$ cat src/rtl/startup_pkg.sv
package startup_pkg;

    typedef enum logic [2:0] {
        ST_OFF,
        ST_LOAD,
        ST_DRAIN,
        ST_RELEASE,
        ST_PULL,
        ST_DONE
    } seq_state_t;

    typedef struct packed {
        logic io_hiz;
        logic core_rst;
        logic dly_bypass;
        logic pull_en;
        logic por_done;
    } seq_ctrl_t;

    // Control outputs implied by each phase
    function automatic seq_ctrl_t decode_ctrl(input seq_state_t s);
        seq_ctrl_t c;
        c.io_hiz     = (s != ST_DONE);
        c.dly_bypass = (s != ST_DONE);
        c.core_rst   = (s == ST_OFF) || (s == ST_LOAD) || (s == ST_DRAIN);
        c.pull_en    = (s == ST_PULL) || (s == ST_DONE);
        c.por_done   = (s == ST_DONE);
        return c;
    endfunction

endpackage

$ cat src/rtl/startup_fsm.sv
module startup_fsm
    import startup_pkg::*;
#(
    parameter int NUM_WORDS = 4,
    parameter int ADDR_W    = 4
) (
    input  logic              clk,
    input  logic              rst,
    input  logic              supply_ok,
    output seq_state_t        state,
    output logic [ADDR_W-1:0] rd_idx,
    output logic              rd_en
);

    localparam logic [ADDR_W-1:0] LAST_IDX = ADDR_W'(NUM_WORDS - 1);

    always_ff @(posedge clk) begin
        if (rst || !supply_ok) begin
            state  <= ST_OFF;
            rd_idx <= '0;
        end else begin
            case (state)
                ST_OFF: begin
                    state  <= ST_LOAD;
                    rd_idx <= '0;
                end
                ST_LOAD: begin
                    if (rd_idx == LAST_IDX) begin
                        state <= ST_DRAIN;
                    end else begin
                        rd_idx <= rd_idx + 1'b1;
                    end
                end
                ST_DRAIN:   state <= ST_RELEASE;
                ST_RELEASE: state <= ST_PULL;
                ST_PULL:    state <= ST_DONE;
                ST_DONE:    state <= ST_DONE;
                default:    state <= ST_OFF;
            endcase
        end
    end

    assign rd_en = (state == ST_LOAD);

endmodule

$ cat src/rtl/cfg_loader.sv
module cfg_loader #(
    parameter int NUM_WORDS = 4,
    parameter int ADDR_W    = 4,
    parameter int DATA_W    = 8
) (
    input  logic                        clk,
    input  logic                        rst,
    input  logic                        clear,
    input  logic                        rd_en,
    input  logic [ADDR_W-1:0]           rd_idx,
    input  logic [DATA_W-1:0]           rdata,
    output logic [NUM_WORDS*DATA_W-1:0] cfg_words
);

    logic              resp_vld;
    logic [ADDR_W-1:0] resp_idx;

    // Track which word the memory returns in the next cycle
    always_ff @(posedge clk) begin
        if (rst || clear) begin
            resp_vld <= 1'b0;
            resp_idx <= '0;
        end else begin
            resp_vld <= rd_en;
            resp_idx <= rd_idx;
        end
    end

    for (genvar k = 0; k < NUM_WORDS; k++) begin : g_shadow
        logic [DATA_W-1:0] word_q;
        always_ff @(posedge clk) begin
            if (rst || clear) begin
                word_q <= '0;
            end else if (resp_vld && (resp_idx == ADDR_W'(k))) begin
                word_q <= rdata;
            end
        end
        assign cfg_words[k*DATA_W +: DATA_W] = word_q;
    end

endmodule

$ cat src/rtl/power_startup_seq.sv
module power_startup_seq
    import startup_pkg::*;
#(
    parameter int NUM_WORDS = 4,
    parameter int ADDR_W    = 4,
    parameter int DATA_W    = 8
) (
    input  logic                        clk,
    input  logic                        rst,
    input  logic                        supply_ok,
    input  logic [DATA_W-1:0]           mem_rdata,
    output logic                        mem_rd_en,
    output logic [ADDR_W-1:0]           mem_addr,
    output logic [NUM_WORDS*DATA_W-1:0] cfg_words,
    output logic                        io_hiz,
    output logic                        core_rst,
    output logic                        dly_bypass,
    output logic                        pull_en,
    output logic                        fast_chg_en,
    output logic                        por_done
);

    seq_state_t        state;
    seq_ctrl_t         ctrl;
    logic [ADDR_W-1:0] rd_idx;
    logic              rd_en;

    startup_fsm #(
        .NUM_WORDS (NUM_WORDS),
        .ADDR_W    (ADDR_W)
    ) u_fsm (
        .clk       (clk),
        .rst       (rst),
        .supply_ok (supply_ok),
        .state     (state),
        .rd_idx    (rd_idx),
        .rd_en     (rd_en)
    );

    cfg_loader #(
        .NUM_WORDS (NUM_WORDS),
        .ADDR_W    (ADDR_W),
        .DATA_W    (DATA_W)
    ) u_loader (
        .clk       (clk),
        .rst       (rst),
        .clear     (!supply_ok),
        .rd_en     (rd_en),
        .rd_idx    (rd_idx),
        .rdata     (mem_rdata),
        .cfg_words (cfg_words)
    );

    assign ctrl        = decode_ctrl(state);
    assign mem_rd_en   = rd_en;
    assign mem_addr    = rd_idx;
    assign io_hiz      = ctrl.io_hiz;
    assign core_rst    = ctrl.core_rst;
    assign dly_bypass  = ctrl.dly_bypass;
    assign pull_en     = ctrl.pull_en;
    assign por_done    = ctrl.por_done;
    assign fast_chg_en = ctrl.pull_en & cfg_words[0];

endmodule

$ cat config.mk
export PLATFORM = sky130hd
export DESIGN_NAME = power_startup_seq
export DESIGN_NICKNAME = d
export VERILOG_FILES = /design/src/rtl/startup_pkg.sv /design/src/rtl/startup_fsm.sv /design/src/rtl/cfg_loader.sv /design/src/rtl/power_startup_seq.sv
export SDC_FILE = /design/constraint.sdc
export NUM_CORES = 1
export LEC_CHECK = 0
export ABC_AREA = 1
export ABC_CLOCK_PERIOD_IN_PS = 1100
export BUFFER_PORTS_ARGS = -buffer_cell sky130_fd_sc_hd__buf_2
export CORE_ASPECT_RATIO = 0.6
export CORE_MARGIN = 2
export CORE_UTILIZATION = 45
export DETAILED_ROUTE_END_ITERATION = 8
export MAX_ROUTING_LAYER = met4
export PLACE_DENSITY = 0.72
export SLEW_MARGIN = 0
export SYNTH_ARGS = -nofsm -noshare
export SYNTH_HDL_FRONTEND = slang
export SYNTH_SLANG_ARGS = --single-unit
export TNS_END_PERCENT = 10
$ cat constraint.sdc
create_clock -name clk -period 1.1 [get_ports clk]
set_clock_uncertainty 0.05 [all_clocks]
set_input_delay 0.165 -clock clk [delete_from_list [all_inputs] [get_ports clk]]
set_output_delay 0.165 -clock clk [all_outputs]
set_load 0.01 [all_outputs]
==> flow_metrics.tcl <==
set metrics [dict create \
    nNetsFinal 333 \
    synth_cells 241 \
    worst-setup-path-type "flop to output port" \
    fin_ws_ns -0.206 \
    total_power_mw 3.18 \
    cts_buffers 5 \
    grt_pass1_vias 1561 \
    hold_path_class "input port to flop" \
    vias 1743 \
    synthDistinctLibCells 24 \
    gp_routability_congestion 0.870 \
    hpwl_mm 3.17 \
    postRouteAntennaNets 0 \
    worst_slew_pin_slew_ns 0.244 \
    fp.dieW_um 85.9 \
    rsz0062_at_grt "true" \
    cts_tree "built" \
    cp_slowest_stage_delay_ns 0.38 \
    clk_latency_ns 0.29 \
    rows 17 \
    cp_top_family "flip-flops" \
    outcome "finished, violations left" \
    period_minus_slack_ns 1.31 \
    syn_to_final_growth_pct 44.9 \
    yosysSeqAreaShare_pct 48.6 \
    die_y_um 53.2 \
    p_leak_nw 1.29 \
    final_cells 369 \
    avgSynthCellArea_um2 7.52 \
    io_buffer_count 53 \
    power_density_nw_per_um2 1210 \
    worstSetupEndpointType "output port" \
    finalSetupViolCount 39 \
    drtPass1Iterations 4 \
    syn_nets 253 \
    avgViaCountPerCell 4.72 \
    cts_max_level 2 \
    clockRootBuffer "clkbuf_8" \
    drt-wirelength-per-cell_um 12.9 \
    clk_pin_slew_ns 0.08 \
    ys_seq_elements 44 \
    slowest_stage "dfxtp_4" \
    num_antenna_cells 0 \
    start_util_pct 48.1 \
    synth_area_um2 1810 \
    boundaryPins 54 \
    place_ws_ns -0.0849 \
    crit_path_cell_trace "inv_1 > nor3_4 > inv_1 > buf_2" \
    min_period_over_period_pct 119 \
    crit_required_ns 0.88 \
    yosys_warnings 0 \
    drt-total-wl_mm 4.78 \
    max_freq_mhz 766 \
    slew_violations 0 \
    drtIter0Drc 96 \
    drc 0 \
    worstPathArrival_ns 1.09 \
    grtUsageTotal_pct 22.0 \
    grt-ovfl-total 0 \
    nFillCells 277 \
    cp-start-kind "flop" \
    antenna_found_initial 0 \
    cp_num_buf_inv 3 \
    relSlewSlack_pct 83.7 \
    path_max_fanout 4 \
    dp_cells 356 \
    core_area_um2 3760 \
    ir_drop_mv 0.858 \
    drive_gt1_share_pct 42.2 \
    maxCapViolCount 0 \
    hold_violations 0 \
    max-clock-path-buffers 2 \
    grt_max_degree 35 \
    cts.sinks 44 \
    die-area_um2 4570 \
    cpMostUsedCell "inv_1" \
    grt_pass1_wl_mm 7.32 \
    violations "negative setup slack" \
]
==> final timing paths <==
kind / from / to / slack [ns] / depth (start not counted)
setup reg to reg: u_fsm.rd_idx[0] / u_fsm.rd_idx[1] / -0.08 / 6
hold reg to reg: u_loader.g_shadow[2].word_q[7] / u_loader.g_shadow[2].word_q[7] / 0.39 / 2
setup / recovery: u_fsm.state[0] / dly_bypass / -0.21 / 4
hold / removal: mem_rdata[5] / u_loader.g_shadow[3].word_q[5] / 0.14 / 3
==> kinds of logic (layout without fill, tap and decap cells) <==
group / Yosys count / in the layout / share of synthesized area [%]
xor+xnor: 1 / 1 / 0.484
flops: 44 / 44 / 48.6
fa+ha+maj: 1 / 1 / 0.690
compound gates: 38 / 38 / 10.9
buf+inv: 53 / 134 / 13.5
simple gates: 104 / 104 / 25.8
==> power breakdown <==
| group | internal, mW | switching, mW |
|---|---|---|
| Sequential | 1.60 | 0.0112 |
| Clock | 0.801 | 0.528 |
| Combinational | 0.103 | 0.139 |
| Total | 2.50 | 0.679 |
==> state kept, by name, indices dropped and copies added (netlist names) <==
register                  count
u_loader.resp_vld             1
u_fsm.rd_idx                  4
u_fsm.state                   3
u_loader.g_shadow.word_q     32
u_loader.resp_idx             4
==> timing repair <==
action | CTS | global route
setup buffers | 1 | 4
endpoints found under the hold margin | 0 | 0
pin swaps | 3 | 5
hold buffers | 0 | 0
endpoints found under the setup margin | 42 | 49
gates resized for setup | 40 | 25
==> worst register-to-register path, delay by kind of cell (launching register included) <==
kind	cells	cell delay [ns]
AO/OA/AOI/OAI	1	0.09
flip-flops	1	0.33
adder cells (fa/ha/maj)	1	0.18
AND/OR/NAND/NOR	4	0.42
==> layout make-up <==
type / instances / area [µm²] / area share (%)
flip-flops and latches: 44 / 897 / 34.2
clock inverters: 1 / 30.0 / 1.14
multi-input cells: 144 / 800 / 30.5
well taps: 47 / 58.8 / 2.24
inverters: 45 / 171 / 6.53
repair buffers: 81 / 572 / 21.8
clock buffers: 7 / 96.3 / 3.67
==> placed cells by master (no fill, tap or decap) <==
master	instances
a21oi_4	1
nand2_1	40
xnor2_1	1
dfxtp_2	7
o21ai_2	14
nand4_4	1
dfxtp_1	35
buf_6	15
nand3_2	2
nand4_2	1
nor3_4	1
buf_12	2
clkbuf_8	7
inv_2	2
ha_2	1
o21ai_4	1
a21oi_2	2
nor2_1	39
inv_4	1
dfxtp_4	2
o21ai_0	1
a21oi_1	18
and3_1	1
nand3_1	7
nand4_1	1
inv_1	42
bufinv_16	1
nor2_4	2
o21ai_1	1
nor2_2	3
buf_4	17
nand2_2	4
nand2_4	2
buf_2	47
==> routing by layer <==
metal / GRT usage, % / part of all wire (%)
met3: 5.30 / 5.4
met2: 31.4 / 45
met1: 30.7 / 49
met5: - / 0
met4: 6.88 / 1.1
==> cells in the mapped netlist <==
master | instances | area [µm²]
clkbuf_8 | 1 | 13.8
a21oi_1 | 21 | 105
buf_2 | 2 | 10.0
o21ai_2 | 2 | 17.5
ha_1 | 1 | 12.5
nand3_2 | 2 | 20.0
nor2_4 | 2 | 22.5
dfxtp_1 | 44 | 881
nand4_1 | 1 | 6.26
nor2_1 | 41 | 154
o21ai_0 | 13 | 65.1
nand4_2 | 1 | 12.5
nand2_2 | 2 | 12.5
xnor2_1 | 1 | 8.76
inv_1 | 45 | 169
and3_1 | 1 | 6.26
buf_4 | 1 | 7.51
nand2_1 | 44 | 165
nand3_1 | 7 | 35.0
o21ai_1 | 2 | 10.0
nor2_2 | 1 | 6.26
nor3_1 | 1 | 5.00
buf_6 | 4 | 45.0
nand4_4 | 1 | 21.3
==> through the flow <==
stage,TNS (ns),utilization [%],hold slack (ns),area (µm²)
global route,-4.83,69.7,0.153,2630
global placement,-0.292,60.4,0.381,2270
detailed placement,-1.03,60.4,0.384,2270
finish,-2.10,69.7,0.144,2630
floorplan,-0.133,-,0.250,1830
CTS,-1.90,66.6,0.116,2510
No activity file was read; power rests on OpenSTA's default activity.
